## config.mk

```make
export PLATFORM = sky130hd
export DESIGN_NAME = dl_frame_asm
export DESIGN_NICKNAME = d
export VERILOG_FILES = /design/src/rtl/dl_frame_pkg.sv /design/src/rtl/dlf_crc8.sv /design/src/rtl/dlf_sum16.sv /design/src/rtl/dlf_seq.sv /design/src/rtl/dl_frame_asm.sv
export SDC_FILE = /design/constraint.sdc
export NUM_CORES = 1
export LEC_CHECK = 0
export ABC_CLOCK_PERIOD_IN_PS = 4000
export BUFFER_PORTS_ARGS = -buffer_cell sky130_fd_sc_hd__buf_4
export CAP_MARGIN = 20
export CORE_MARGIN = 1.5
export CORE_UTILIZATION = 50
export CTS_CLUSTER_DIAMETER = 100
export CTS_CLUSTER_SIZE = 8
export DETAILED_ROUTE_END_ITERATION = 12
export PLACE_DENSITY = 0.73
export SLEW_MARGIN = 20
export SYNTH_ARGS = -nofsm -noshare
export SYNTH_HDL_FRONTEND = slang
export SYNTH_SLANG_ARGS = --single-unit
```

## constraint.sdc

```tcl
create_clock -name clk -period 4 [get_ports clk]
set_input_delay 1 -clock clk [delete_from_list [all_inputs] [get_ports clk]]
set_output_delay 1 -clock clk [all_outputs]
set_load 0.1 [all_outputs]
```

## src/rtl/dl_frame_pkg.sv

```systemverilog
package dl_frame_pkg;

    typedef enum logic [2:0] {
        S_IDLE,
        S_HEAD,
        S_BODY,
        S_SUMH,
        S_SUML,
        S_CRC
    } dl_state_e;

    localparam int HEAD_BYTES = 10;
    localparam int SUM_FROM   = 4;
    localparam logic [7:0] CRC_POLY  = 8'h1D;
    localparam logic [7:0] CRC_SEED  = 8'hFF;
    localparam logic [7:0] CTL_EXEC  = 8'h80;
    localparam logic [7:0] CTL_LOAD  = 8'h00;

    function automatic logic [7:0] crc8_step(input logic [7:0] crc, input logic [7:0] d);
        logic [7:0] c;
        c = crc ^ d;
        for (int b = 0; b < 8; b++) begin
            c = c[7] ? ((c << 1) ^ CRC_POLY) : (c << 1);
        end
        return c;
    endfunction

endpackage

```

## src/rtl/dlf_crc8.sv

```systemverilog
module dlf_crc8
    import dl_frame_pkg::*;
(
    input  logic       clk,
    input  logic       rst_n,
    input  logic       clr,
    input  logic       en,
    input  logic [7:0] byte_i,
    output logic [7:0] crc_o
);
    logic [7:0] acc_q;

    always_ff @(posedge clk or negedge rst_n) begin
        if (!rst_n) begin
            acc_q <= CRC_SEED;
        end else if (clr) begin
            acc_q <= CRC_SEED;
        end else if (en) begin
            acc_q <= crc8_step(acc_q, byte_i);
        end
    end

    assign crc_o = ~acc_q;
endmodule

```

## src/rtl/dlf_sum16.sv

```systemverilog
module dlf_sum16 #(
    parameter int SUM_W = 16
) (
    input  logic             clk,
    input  logic             rst_n,
    input  logic             clr,
    input  logic             en,
    input  logic [7:0]       byte_i,
    output logic [SUM_W-1:0] sum_o
);
    always_ff @(posedge clk or negedge rst_n) begin
        if (!rst_n) begin
            sum_o <= '0;
        end else if (clr) begin
            sum_o <= '0;
        end else if (en) begin
            sum_o <= sum_o + SUM_W'(byte_i);
        end
    end
endmodule

```

## src/rtl/dlf_seq.sv

```systemverilog
module dlf_seq
    import dl_frame_pkg::*;
#(
    parameter int LEN_W  = 16,
    parameter int ADDR_W = 24
) (
    input  logic              clk,
    input  logic              rst_n,
    input  logic              start,
    input  logic              exec_i,
    input  logic [ADDR_W-1:0] addr_i,
    input  logic [LEN_W-1:0]  len_i,
    input  logic [LEN_W-1:0]  src_level,
    input  logic              in_valid,
    input  logic [7:0]        in_data,
    output logic              in_ready,
    output logic              out_valid,
    output logic [7:0]        out_data,
    output logic              out_last,
    input  logic              out_ready,
    output logic              busy,
    input  logic [15:0]       sum_i,
    input  logic [7:0]        crc_i,
    output logic              acc_clr,
    output logic              sum_en,
    output logic              crc_en
);
    localparam logic [LEN_W-1:0] HEAD_LAST = LEN_W'(HEAD_BYTES - 1);
    localparam logic [LEN_W-1:0] SUM_IDX   = LEN_W'(SUM_FROM);

    dl_state_e         state_q, state_d;
    logic [LEN_W-1:0]  idx_q;
    logic [LEN_W-1:0]  len_q;
    logic [ADDR_W-1:0] addr_q;
    logic              exec_q;
    logic              go, fire;

    assign go   = (state_q == S_IDLE) && start && (src_level >= len_i);
    assign fire = out_valid && out_ready;

    always_comb begin
        state_d = state_q;
        unique case (state_q)
            S_IDLE: if (go) state_d = S_HEAD;
            S_HEAD: if (fire && idx_q == HEAD_LAST)
                        state_d = (len_q == '0) ? S_SUMH : S_BODY;
            S_BODY: if (fire && idx_q == len_q - 1'b1) state_d = S_SUMH;
            S_SUMH: if (fire) state_d = S_SUML;
            S_SUML: if (fire) state_d = S_CRC;
            S_CRC:  if (fire) state_d = S_IDLE;
            default: state_d = S_IDLE;
        endcase
    end

    always_ff @(posedge clk or negedge rst_n) begin
        if (!rst_n) begin
            state_q <= S_IDLE;
            idx_q   <= '0;
        end else begin
            state_q <= state_d;
            if (state_d != state_q) idx_q <= '0;
            else if (fire)          idx_q <= idx_q + 1'b1;
        end
    end

    always_ff @(posedge clk or negedge rst_n) begin
        if (!rst_n) begin
            len_q  <= '0;
            addr_q <= '0;
            exec_q <= 1'b0;
        end else if (go) begin
            len_q  <= len_i;
            addr_q <= addr_i;
            exec_q <= exec_i;
        end
    end

    function automatic logic [7:0] head_byte(input logic [3:0] i);
        case (i)
            4'd0:    return 8'h6D;
            4'd1:    return 8'h10;
            4'd2:    return 8'hF0;
            4'd3:    return 8'h36;
            4'd4:    return exec_q ? CTL_EXEC : CTL_LOAD;
            4'd5:    return len_q[15:8];
            4'd6:    return len_q[7:0];
            4'd7:    return addr_q[23:16];
            4'd8:    return addr_q[15:8];
            default: return addr_q[7:0];
        endcase
    endfunction

    always_comb begin
        out_valid = (state_q != S_IDLE);
        busy      = out_valid;
        out_last  = (state_q == S_CRC);
        in_ready  = (state_q == S_BODY) && out_ready;
        acc_clr   = go;
        out_data  = 8'h00;
        unique case (state_q)
            S_IDLE: out_data = 8'h00;
            S_HEAD: out_data = head_byte(idx_q[3:0]);
            S_BODY: out_data = in_data;
            S_SUMH: out_data = sum_i[15:8];
            S_SUML: out_data = sum_i[7:0];
            S_CRC:  out_data = crc_i;
            default: out_data = 8'h00;
        endcase
        sum_en = fire && (((state_q == S_HEAD) && (idx_q >= SUM_IDX)) || (state_q == S_BODY));
        crc_en = fire && (state_q != S_CRC);
    end

    AST_NO_UNDERRUN: assert property (@(posedge clk) disable iff (!rst_n)
        (state_q == S_BODY && out_ready) |-> in_valid);
    AST_REFUSE_SHORT: assert property (@(posedge clk) disable iff (!rst_n)
        (state_q == S_IDLE && start && src_level < len_i) |=> (state_q == S_IDLE));
    AST_HOLD_BYTE: assert property (@(posedge clk) disable iff (!rst_n)
        (out_valid && !out_ready) |=> (out_valid && $stable(out_data)));
    AST_LAST_ENDS: assert property (@(posedge clk) disable iff (!rst_n)
        (fire && out_last) |=> !busy);
endmodule

```

## src/rtl/dl_frame_asm.sv

```systemverilog
module dl_frame_asm
    import dl_frame_pkg::*;
#(
    parameter int LEN_W  = 16,
    parameter int ADDR_W = 24
) (
    input  logic              clk,
    input  logic              rst_n,
    input  logic              start,
    input  logic              exec_i,
    input  logic [ADDR_W-1:0] addr_i,
    input  logic [LEN_W-1:0]  len_i,
    input  logic [LEN_W-1:0]  src_level,
    input  logic              in_valid,
    input  logic [7:0]        in_data,
    output logic              in_ready,
    output logic              out_valid,
    output logic [7:0]        out_data,
    output logic              out_last,
    input  logic              out_ready,
    output logic              busy
);
    logic [15:0] sum_w;
    logic [7:0]  crc_w;
    logic        clr_w, sum_en_w, crc_en_w;

    dlf_seq #(.LEN_W(LEN_W), .ADDR_W(ADDR_W)) u_seq (
        .clk(clk), .rst_n(rst_n), .start(start), .exec_i(exec_i),
        .addr_i(addr_i), .len_i(len_i), .src_level(src_level),
        .in_valid(in_valid), .in_data(in_data), .in_ready(in_ready),
        .out_valid(out_valid), .out_data(out_data), .out_last(out_last),
        .out_ready(out_ready), .busy(busy), .sum_i(sum_w), .crc_i(crc_w),
        .acc_clr(clr_w), .sum_en(sum_en_w), .crc_en(crc_en_w)
    );

    dlf_sum16 #(.SUM_W(16)) u_sum (
        .clk(clk), .rst_n(rst_n), .clr(clr_w), .en(sum_en_w),
        .byte_i(out_data), .sum_o(sum_w)
    );

    dlf_crc8 u_crc (
        .clk(clk), .rst_n(rst_n), .clr(clr_w), .en(crc_en_w),
        .byte_i(out_data), .crc_o(crc_w)
    );
endmodule

```

==> flow_summary.yaml <==
cells_and_area:
  final_cell_mix: "buf_4, dfrtp_1, nor2_1"
  final_nets: 799
  layout_commonest_cell: "buf_4"
  area_delta_synth_final_pct: 21.2
  drive_gt1_share_pct: 29.8
  antenna_cells: 0
  fin_util_pct: 62.8
  nFillCells: 967
clock_network:
  clock_path_buffers: 2
  insertion_delay_ns: 0.34
  clock-sinks: 84
  ctsHoldBuffers: 0
  clockRootBuffer: "clkbuf_16"
  htreeDepth: 3
  cts_tree: "yes"
  numCtsBuffers: 9
  clkSlewWorstSetupHoldPaths_ns: 0.06
synth:
  synth_seq_cells: 84
  synth_top_flop_cell: "dfrtp_1"
  synth.top_cell.area_share_pct: 31.9
  postSynthCellCount: 608
  syn_area_sq_um: 5970
  synth-edff-count: 0
  synth.distinct_cells: 75
  synth_top_area_cell: "dfrtp_1"
  async_flop_share_pct: 100
  syn_area_per_cell_sq_um: 9.81
  yosysWarnings: 0
  syn-num-nets: 708
  synth_top_cells_by_area: "dfrtp_1, mux2_2, ha_1, xnor2_1, xor2_1"
  yosysSeqAreaShare_pct: 35.4
timing:
  finalHoldWorstSlack_ns: 0.482
  maxSlewViolCount: 0
  relSlewSlack_pct: 42.3
  setup_violations: 0
  hold_viol_final: 0
  setup_slack_ns: 0.204
  rsz0062_at_grt: "true"
  fin_crit_sh_pct: 94.9
  fin_skew_ns: 0.00791
  tns_ns: 0
  max_freq_mhz: 263
  max_slew.worst_pin.slew_ns: 0.861
  min_period_ns: 3.80
critical_path:
  cp-end-kind: "register"
  path_delay_family: "compound AO/OA/AOI/OAI gates"
  cp-start-kind: "register"
  cp_data_required_time_ns: 4.22
  slowest_stage: "dfrtp_2"
  crit_arrival_ns: 4.02
  startpoint: "u_seq.idx_q[1]"
  endpoint: "u_sum.sum_o[9]"
  max_stage_delay_ns: 0.45
  critPathMaxFanout: 7
  reg2regPathDepth: 17
  crit_buf_inv: 2
  crit_type: "reg2reg"
  worst-r2r-setup-slack_ns: 0.20
  crit_chain: "inv_1 > ha_1 > a21bo_2 > o21ai_2 > o221ai_1 > a21boi_2 > inv_1 > ha_1 > a21o_1 > a21oi_1 > o21bai_1 > a21oi_1 > o21bai_1 > a31o_2 > nand3_1 > xor2_1 > nor2_1"
  r2r-end: "u_sum.sum_o[9]"
  reg2reg_from: "u_seq.idx_q[1]"
  path_depth: 17
route:
  vias: 5005
  drt_pre_antenna_iters: 9
  routedWlPerCell_microns: 17.6
  drtIter0Drc: 331
  ant_nets: 0
  drc: 4
  wirelength_mm: 14.9
  vias_per_cell: 5.91
status:
  violations: "design-rule violations"
  status: "finished, violations left"
global_route:
  grt_max_degree: 85
  antenna_found_initial: 0
  grt_overflow_total: 0
  grt_pass1_vias: 4981
  grt_pass1_wl_mm: 25.2
  track_usage_pct: 25.2
placed_design:
  port_buffers: 80
  routabilityCongestion: 0.926
  hpwl_mm: 11.3
  dp_slack_ns: 0.0366
floorplan:
  start_util_pct: 51.8
  ios: 82
  row_count: 39
  core-area_sq_um: 11500
  die_w_microns: 112
  die_area_sq_um: 12600
  die_y_microns: 112
min_path:
  hold_path_class: "reg2reg"
job:
  max_cap_viol_count: 0
[kinds of logic after synthesis]
kind of cell    Yosys count  synth area share [%]
compound gates          125                  15.5
simple gates            172                  15.0
fa+ha+maj                30                  6.42
buf+inv                  67                  5.33
mux                      62                  11.3
flops                    84                  35.4
xor+xnor                 68                  10.9
[area by class of cell]
cell class	instances	area [sq um]	share of cell area, %
inverters	39	150	2.08
clock buffers	10	239	3.30
repair buffers	108	827	11.4
flip-flops and latches	84	2110	29.2
well taps	143	179	2.47
multi-input cells	457	3640	50.3
clock inverters	6	87.6	1.21
[stage by stage]
| stage | cell area, sq um | cells |
|---|---|---|
| floorplan | 6040 | 608 |
| global placement | 6860 | 829 |
| CTS | 7190 | 845 |
| global route | 7230 | 847 |
| finish | 7230 | 847 |
| detailed placement | 6860 | 829 |
[worst register-to-register path: stages, from the launching register on]
cell and delay [ns]:
dfrtp_2 0.45, inv_1 0.12, ha_1 0.27, a21bo_2 0.28, o21ai_2 0.12, o221ai_1 0.24
a21boi_2 0.26, inv_1 0.12, ha_1 0.32, a21o_1 0.16, a21oi_1 0.22, o21bai_1 0.09
a21oi_1 0.28, o21bai_1 0.13, a31o_2 0.29, nand3_1 0.10, xor2_1 0.16, nor2_1 0.06
[registers in the layout, summed over array words and instances (netlist names)]
| name | count |
|---|---|
| u_seq.len_q | 16 |
| u_seq.idx_q | 16 |
| u_seq.exec_q | 1 |
| u_seq.state_q | 3 |
| u_seq.addr_q | 24 |
| u_crc.acc_q | 8 |
| u_sum.sum_o | 16 |
[cells in the mapped netlist, types with 4 or more instances]
master	count
nor2b_1	7
and2_1	4
nand4_1	9
o22ai_1	5
ha_1	29
o21bai_1	4
buf_1	4
nor2_1	53
dfrtp_1	76
nor3_1	9
nand2b_1	15
dfstp_2	8
xor2_1	30
a31oi_1	5
nor4_1	6
clkbuf_1	7
a211oi_1	5
a2bb2oi_1	4
o21ai_0	10
mux2i_1	17
a32oi_1	4
mux2_1	4
a222oi_1	5
a21o_1	15
xnor2_1	32
a22oi_1	5
inv_1	38
a21oi_1	26
a221oi_1	5
mux2_2	41
nand2_1	26
nand3_1	14
and3_1	10
buf_6	6
buf_2	8
[per-layer routing]
layer  track usage (%)  wire, microns  share of wire, %
met1              35.0           6750                45
met2              39.3           6800                46
met3              4.54            910               6.1
met4              10.4            459               3.1
met5                 0              0                 0
[timing repair]
item	4_1_cts	5_1_grt
endpoints found under the setup margin	0	10
resized for setup	0	9
setup buffers	0	2
[worst min-delay path by stage]
stage | from | endpoint | cells past startpoint
finish | u_seq.addr_q[17] | u_seq.addr_q[17] | 1
CTS | u_seq.addr_q[17] | u_seq.addr_q[17] | 1
detailed placement | u_seq.addr_q[17] | u_seq.addr_q[17] | 1
global route | u_seq.addr_q[17] | u_seq.addr_q[17] | 1
global placement | u_seq.addr_q[17] | u_seq.addr_q[17] | 1
floorplan | u_seq.addr_q[17] | u_seq.addr_q[17] | 1
Power is not shown: default switching activity piles up to over one toggle a cycle in this logic, so the estimate is an artifact.
